[src/rtl/branch_stack_seq.sv]
module branch_stack_seq #(
  parameter logic [15:0] RESET_PC = 16'h0000,
  parameter logic [15:0] RESET_SP = 16'hFFFE
) (
  input  logic        clk,
  input  logic        rst_n,
  input  logic        start,
  input  logic [3:0]  cmd,
  input  logic [3:0]  cond_sel,
  input  logic [7:0]  flags,
  input  logic [7:0]  b_in,
  input  logic [2:0]  vec,
  input  logic [15:0] push_data,
  output logic [15:0] mem_addr,
  output logic        mem_rd,
  output logic        mem_wr,
  output logic [7:0]  mem_wdata,
  input  logic [7:0]  mem_rdata,
  output logic [15:0] pc,
  output logic [15:0] sp,
  output logic [7:0]  b_out,
  output logic [15:0] pop_data,
  output logic        busy,
  output logic        done,
  output logic [2:0]  extra_cyc,
  output logic        halted
);
  localparam logic [3:0] C_REL = 4'd0, C_RELC = 4'd1, C_DECB = 4'd2, C_JP = 4'd3,
                         C_JPC = 4'd4, C_CALL = 4'd5, C_CALLC = 4'd6, C_RET = 4'd7,
                         C_RETC = 4'd8, C_RST = 4'd9, C_PUSH = 4'd10, C_POP = 4'd11,
                         C_SWAP = 4'd12, C_HALT = 4'd13;
  localparam logic [2:0] X_REL = 3'd5, X_RET = 3'd6, X_CALL = 3'd7;

  typedef enum logic [2:0] {S_IDLE, S_OFS, S_TL, S_TH, S_PL, S_PH, S_WL, S_WH} st_t;

  st_t         st;
  logic [3:0]  cq;
  logic [7:0]  lo_q;
  logic [15:0] tgt_q, wd_q;
  logic        cond_ok;
  logic [7:0]  b_dec;
  logic [15:0] word_in;

  assign cond_ok = (flags[cond_sel[2:0]] == cond_sel[3]);
  assign b_dec   = b_in - 8'd1;
  assign word_in = {mem_rdata, lo_q};
  assign busy    = (st != S_IDLE);

  always_comb begin
    mem_rd    = 1'b0;
    mem_wr    = 1'b0;
    mem_addr  = pc;
    mem_wdata = 8'h00;
    case (st)
      S_OFS, S_TL: mem_rd = 1'b1;
      S_TH: begin mem_rd = 1'b1; mem_addr = pc + 16'd1; end
      S_PL: begin mem_rd = 1'b1; mem_addr = sp; end
      S_PH: begin mem_rd = 1'b1; mem_addr = sp + 16'd1; end
      S_WL: begin mem_wr = 1'b1; mem_addr = sp; mem_wdata = wd_q[7:0]; end
      S_WH: begin mem_wr = 1'b1; mem_addr = sp + 16'd1; mem_wdata = wd_q[15:8]; end
      default: ;
    endcase
  end

  always_ff @(posedge clk) begin
    if (!rst_n) begin
      st <= S_IDLE;
      cq <= 4'd0;
      lo_q <= 8'h00;
      tgt_q <= 16'h0000;
      wd_q <= 16'h0000;
      pc <= RESET_PC;
      sp <= RESET_SP;
      b_out <= 8'h00;
      pop_data <= 16'h0000;
      done <= 1'b0;
      extra_cyc <= 3'd0;
      halted <= 1'b0;
    end else begin
      done <= 1'b0;
      extra_cyc <= 3'd0;
      case (st)
        S_IDLE: if (start) begin
          cq <= cmd;
          halted <= 1'b0;
          case (cmd)
            C_REL, C_RELC, C_DECB: begin
              if (cmd == C_DECB) b_out <= b_dec;
              if (cmd == C_REL || (cmd == C_RELC && cond_ok) || (cmd == C_DECB && b_dec != 8'd0))
                st <= S_OFS;
              else begin
                pc <= pc + 16'd1;
                done <= 1'b1;
              end
            end
            C_JP, C_JPC, C_CALL, C_CALLC: begin
              if (cmd == C_JP || cmd == C_CALL || cond_ok)
                st <= S_TL;
              else begin
                pc <= pc + 16'd2;
                done <= 1'b1;
              end
            end
            C_RET, C_RETC: begin
              if (cmd == C_RET || cond_ok) st <= S_PL;
              else done <= 1'b1;
            end
            C_RST: begin
              tgt_q <= {10'd0, vec, 3'b000};
              wd_q <= pc;
              sp <= sp - 16'd2;
              st <= S_WL;
            end
            C_PUSH: begin
              wd_q <= push_data;
              sp <= sp - 16'd2;
              st <= S_WL;
            end
            C_POP: st <= S_PL;
            C_SWAP: begin
              wd_q <= push_data;
              st <= S_PL;
            end
            C_HALT: begin
              pc <= pc - 16'd1;
              halted <= 1'b1;
              done <= 1'b1;
            end
            default: done <= 1'b1;
          endcase
        end
        S_OFS: begin
          pc <= pc + 16'd1 + {{8{mem_rdata[7]}}, mem_rdata};
          extra_cyc <= X_REL;
          done <= 1'b1;
          st <= S_IDLE;
        end
        S_TL: begin
          lo_q <= mem_rdata;
          st <= S_TH;
        end
        S_TH: begin
          if (cq == C_JP || cq == C_JPC) begin
            pc <= word_in;
            done <= 1'b1;
            st <= S_IDLE;
          end else begin
            tgt_q <= word_in;
            wd_q <= pc + 16'd2;
            sp <= sp - 16'd2;
            st <= S_WL;
          end
        end
        S_PL: begin
          lo_q <= mem_rdata;
          st <= S_PH;
        end
        S_PH: begin
          if (cq == C_SWAP) begin
            pop_data <= word_in;
            st <= S_WL;
          end else begin
            if (cq == C_POP) pop_data <= word_in;
            else begin
              pc <= word_in;
              extra_cyc <= X_RET;
            end
            sp <= sp + 16'd2;
            done <= 1'b1;
            st <= S_IDLE;
          end
        end
        S_WL: st <= S_WH;
        S_WH: begin
          if (cq == C_CALL || cq == C_CALLC) begin
            pc <= tgt_q;
            extra_cyc <= X_CALL;
          end else if (cq == C_RST) begin
            pc <= tgt_q;
          end
          done <= 1'b1;
          st <= S_IDLE;
        end
        default: st <= S_IDLE;
      endcase
    end
  end
endmodule

[config.mk]
export PLATFORM = sky130hd
export DESIGN_NAME = branch_stack_seq
export DESIGN_NICKNAME = d
export VERILOG_FILES = /design/src/rtl/branch_stack_seq.sv
export SDC_FILE = /design/constraint.sdc
export NUM_CORES = 1
export LEC_CHECK = 0
export ABC_AREA = 1
export BUFFER_PORTS_ARGS = -buffer_cell sky130_fd_sc_hd__buf_2
export CAP_MARGIN = 20
export CELL_PAD_IN_SITES_DETAIL_PLACEMENT = 0
export CELL_PAD_IN_SITES_GLOBAL_PLACEMENT = 1
export CORE_MARGIN = 2
export CORE_UTILIZATION = 36
export CTS_CLUSTER_DIAMETER = 50
export DETAILED_ROUTE_END_ITERATION = 10
export HOLD_SLACK_MARGIN = 0.02
export PLACE_DENSITY_LB_ADDON = 0.1
export SYNTH_ARGS = -nofsm -noshare
export SYNTH_HDL_FRONTEND = slang
export SYNTH_SLANG_ARGS = --single-unit
[constraint.sdc]
create_clock -name clk -period 2.9 [get_ports clk]
set_input_delay 0.29 -clock clk [delete_from_list [all_inputs] [get_ports clk]]
set_output_delay 0.29 -clock clk [all_outputs]
set_load 0.01 [all_outputs]
==> impl_metrics.env <==
export IMPL_via_count=9148
export IMPL_fp_dieW_microns=153
export IMPL_grt_pass1_vias=8586
export IMPL_final_weighted_congestion_of_routability_driven_global_placement=0.884
export IMPL_synthesis_nets=1393
export IMPL_cts_tree="done"
export IMPL_clk_pin_slew_worst_paths_ns=0.09
export IMPL_post_synth_top_count_cell="sky130_fd_sc_hd__nand2_1"
export IMPL_num_nets_final=1562
export IMPL_max_slew_margin_rel=0.526
export IMPL_pre_cts_slack_ns=-0.0396
export IMPL_violation_count_after_the_first_detailed_route_iteration=642
export IMPL_rr_worst_depth=16
export IMPL_ir_worst_vdd_uv=316
export IMPL_cts_sink_count=107
export IMPL_first_pass_iters=5
export IMPL_worst_slew_pin_transition_ns=0.709
export IMPL_postCtsHoldBufs=0
export IMPL_gate_count_of_the_mapped_netlist=1302
export IMPL_antenna_cells_inserted=0
export IMPL_global_route_usage_total=0.257
export IMPL_final_setup_skew_ns=0.0111
export IMPL_height_of_the_die_microns=153
export IMPL_dr_max_layer_used="met4"
export IMPL_synth_lib_cells_used_distinct=44
export IMPL_max_clock_freq_mhz=367
export IMPL_largest_net_degree_at_the_start_of_global_routing=50
export IMPL_postSynth_topFlopCell="sky130_fd_sc_hd__dfxtp_1"
export IMPL_power_share_sequential=0.286
export IMPL_worst_slack_setup_final_ns=0.172
export IMPL_hold_violations=0
export IMPL_synth_cells_most_frequent="333 x sky130_fd_sc_hd__nand2_1, 146 x sky130_fd_sc_hd__nor2_1, 128 x sky130_fd_sc_hd__inv_1"
export IMPL_dp_hpwl_microns=24100
export IMPL_worst_skew_pair_late_latency_ns=0.37
export IMPL_area_growth_synth_to_final_pct=23.1
export IMPL_yosysWarnings=0
export IMPL_critPathArrivalTime_ns=2.99
export IMPL_boundary_pins=142
export IMPL_synthTopCellsByArea="sky130_fd_sc_hd__dfxtp_1 27%, sky130_fd_sc_hd__nand2_1 16%, sky130_fd_sc_hd__o21ai_0 7.3%"
export IMPL_cellInternalPower_mw=3.69
export IMPL_combinationalPowerShare=0.527
export IMPL_grt_pass1_wl_microns=47800
export IMPL_mappedNetlistArea_sq_mm=0.00802
export IMPL_synth_seq_cells=107
export IMPL_kind_of_launch_point_of_the_worst_setup_path="flip-flop"
export IMPL_p_per_area_mw_per_mm2=706
export IMPL_synth_top_area_share=0.267
export IMPL_rows=54
export IMPL_final_max_slew_violation_count=0
export IMPL_endpoint_kind="flip-flop"
export IMPL_worstHoldPathCells=2
export IMPL_avg_synthesized_cell_area_sq_um=6.16
export IMPL_floorplan_initialDensity=0.367
export IMPL_quantity_of_i_o_buffers_inserted_on_ports=140
export IMPL_timing_final_crit_period_ns=2.73
export IMPL_numPlacedInstances=1737
export IMPL_detail_route_wl_per_cell_microns=17.3
export IMPL_cts_inserted_buffers=9
export IMPL_totalNegativeSetupSlack_ns=0
export IMPL_antenna_found_initial=0
export IMPL_number_of_nets_still_failing_antenna_checks_after_routing=0
export IMPL_ys_async_sr_fraction=0
export IMPL_timing_worst_setup_path_type="reg -> reg"
export IMPL_overflow=0
export IMPL_dr_wl_met3_microns=1710
export IMPL_detail_route_wirelength_met1_microns=14400
export IMPL_worst_hold_path_type="in -> reg"
export IMPL_synth_sequential_area_ratio=0.267
export IMPL_count_of_flip_flops_with_a_built_in_enable_after_synthesis=0
export IMPL_netSwitchingFraction=0.470
export IMPL_detail_route_drc_violations=0
export IMPL_critical_path_peak_fanout=5
export IMPL_die_ar_sq_mm=0.0235
export IMPL_clock_power_share=0.186
export IMPL_share_of_the_clock_period_used_by_the_worst_path_after_layout=0.941
export IMPL_final_cell_count_no_fill=1756
export IMPL_routed_wl_met2_microns=13800
export IMPL_rsz_0062_raised_after_global_routing="true"
export IMPL_synth_largest_area_cell="sky130_fd_sc_hd__dfxtp_1"
export IMPL_max_cap_viol_count=0
export IMPL_run_status="finished, final reports clean"
export IMPL_ctsHtreeMaxLevel=3
export IMPL_total_leakage_power_nw=4.74
export IMPL_worstPathRequired_ns=3.16
export IMPL_final_count_of_negative_setup_slack_endpoints=0
export IMPL_clock_tree_buffer_depth=2
export IMPL_ctsRootBufferMaster="sky130_fd_sc_hd__clkbuf_16"
export IMPL_power_net_switching_mw=3.28
export IMPL_wl_microns=30400
export IMPL_post_route_cells_drive_above_1_share=0.195
export IMPL_core_sq_mm=0.0218
export IMPL_avgViaCountPerCell=5.21
[sequential cells by signal, summed over array words and instances, names as in the netlist, 3 cells and up]
signal	count
sp	15
extra_cyc	3
wd_q	16
b_out	8
lo_q	8
cq	4
tgt_q	16
pop_data	16
pc	16
st	3
[placed cells by master (no fill, tap or decap), types with 8 or more instances in the layout]
| cell | netlist | routed |
|---|---|---|
| sky130_fd_sc_hd__dfxtp_1 | 107 | 105 |
| sky130_fd_sc_hd__inv_1 | 128 | 126 |
| sky130_fd_sc_hd__a21oi_1 | 106 | 101 |
| sky130_fd_sc_hd__a31oi_1 | 16 | 16 |
| sky130_fd_sc_hd__nand3_1 | 100 | 99 |
| sky130_fd_sc_hd__buf_4 | 7 | 65 |
| sky130_fd_sc_hd__o21ai_0 | 117 | 111 |
| sky130_fd_sc_hd__ha_1 | 35 | 27 |
| sky130_fd_sc_hd__nand4_1 | 13 | 13 |
| sky130_fd_sc_hd__nor2_1 | 146 | 142 |
| sky130_fd_sc_hd__o211ai_1 | 23 | 23 |
| sky130_fd_sc_hd__o21ai_1 | 11 | 16 |
| sky130_fd_sc_hd__nand2_1 | 333 | 329 |
| sky130_fd_sc_hd__buf_2 | 12 | 140 |
| sky130_fd_sc_hd__nor2_4 | 5 | 8 |
| sky130_fd_sc_hd__clkbuf_16 | 0 | 9 |
| sky130_fd_sc_hd__inv_2 | 10 | 12 |
| sky130_fd_sc_hd__o221ai_1 | 8 | 8 |
| sky130_fd_sc_hd__nor3_1 | 10 | 10 |
| sky130_fd_sc_hd__xor2_1 | 24 | 18 |
[routing by layer]
| layer | GRT usage | up-vias |
|---|---|---|
| li1 | - | 4669 |
| met1 | 0.366 | 4190 |
| met2 | 0.414 | 262 |
| met3 | 0.0352 | 27 |
| met4 | 0.0542 | 0 |
| met5 | 0 | - |
[final timing paths]
path                         from                     to  slack (ns)
min reg2reg  wd_q[3]$_SDFFE_PN0P_   wd_q[3]$_SDFFE_PN0P_        0.46
min                       b_in[0]  b_out[0]$_SDFFE_PN0P_        0.13
max            pc[1]$_SDFFE_PN0P_    pc[10]$_SDFFE_PN0P_        0.17
max reg2reg    pc[1]$_SDFFE_PN0P_    pc[10]$_SDFFE_PN0P_        0.17
[through the flow]
stage | hold WS, ns | total power, mW | area (sq um) | util
final | 0.131 | 6.97 | 9870 | 0.452
after global routing | 0.146 | 7.55 | 9870 | 0.452
after CTS | 0.122 | 6.86 | 9660 | 0.442
after detailed placement | 0.442 | 5.54 | 9350 | 0.428
after global placement | 0.436 | 5.54 | 9320 | 0.427
after floorplan | 0.380 | 4.21 | 8020 | -
[cell type report]
cell class / instances / area [sq um]
tap: 280 / 350
multi-input combinational: 1005 / 5310
sequential: 107 / 2140
clock buffer: 9 / 225
clock inverter: 7 / 80.1
timing repair buffer: 207 / 1240
inverter: 141 / 529
fill: 2441 / 12000
[cells by family (layout without fill, tap and decap cells)]
family | count (synthesis) | in the layout | synth area share
AO/OA/AOI/OAI | 312 | 312 | 0.220
XOR/XNOR | 29 | 29 | 0.0317
adder cells (fa/ha/maj) | 37 | 37 | 0.0596
buffers and inverters | 190 | 364 | 0.0950
flip-flops | 107 | 107 | 0.267
other | 1 | 1 | 0.000468
AND/OR/NAND/NOR | 626 | 626 | 0.326
[critical path: stages, from the launching register on]
cell	delay, ns
sky130_fd_sc_hd__dfxtp_2	0.38
sky130_fd_sc_hd__ha_1	0.19
sky130_fd_sc_hd__inv_1	0.05
sky130_fd_sc_hd__nor2_1	0.16
sky130_fd_sc_hd__nand2_2	0.15
sky130_fd_sc_hd__nor2_2	0.15
sky130_fd_sc_hd__xor2_2	0.27
sky130_fd_sc_hd__ha_4	0.26
sky130_fd_sc_hd__nand2_1	0.11
sky130_fd_sc_hd__inv_1	0.05
sky130_fd_sc_hd__a21oi_1	0.16
sky130_fd_sc_hd__nand3_2	0.12
sky130_fd_sc_hd__or2_2	0.29
sky130_fd_sc_hd__nand3_1	0.07
sky130_fd_sc_hd__nand3b_1	0.09
sky130_fd_sc_hd__nor2_1	0.09
sky130_fd_sc_hd__nor2_1	0.04
[what timing repair did]
action                                  4_1_cts  5_1_grt
buffers inserted                              0        3
endpoints found under the hold margin         0        0
gates cloned                                  0        0
resized for setup                             1       45
endpoints found under the setup margin        5       13
pin swaps                                     0        6
[power groups by stage]
stage	Clock [mW]	Combinational (mW)	Sequential [mW]
after detailed placement	0	3.52	2.02
after CTS	1.34	3.54	1.98
after floorplan	0	2.24	1.97
after global routing	1.38	4.13	2.03
after global placement	0	3.52	2.02
final	1.30	3.67	1.99
Note: power is estimated with default switching activity, not from simulation.
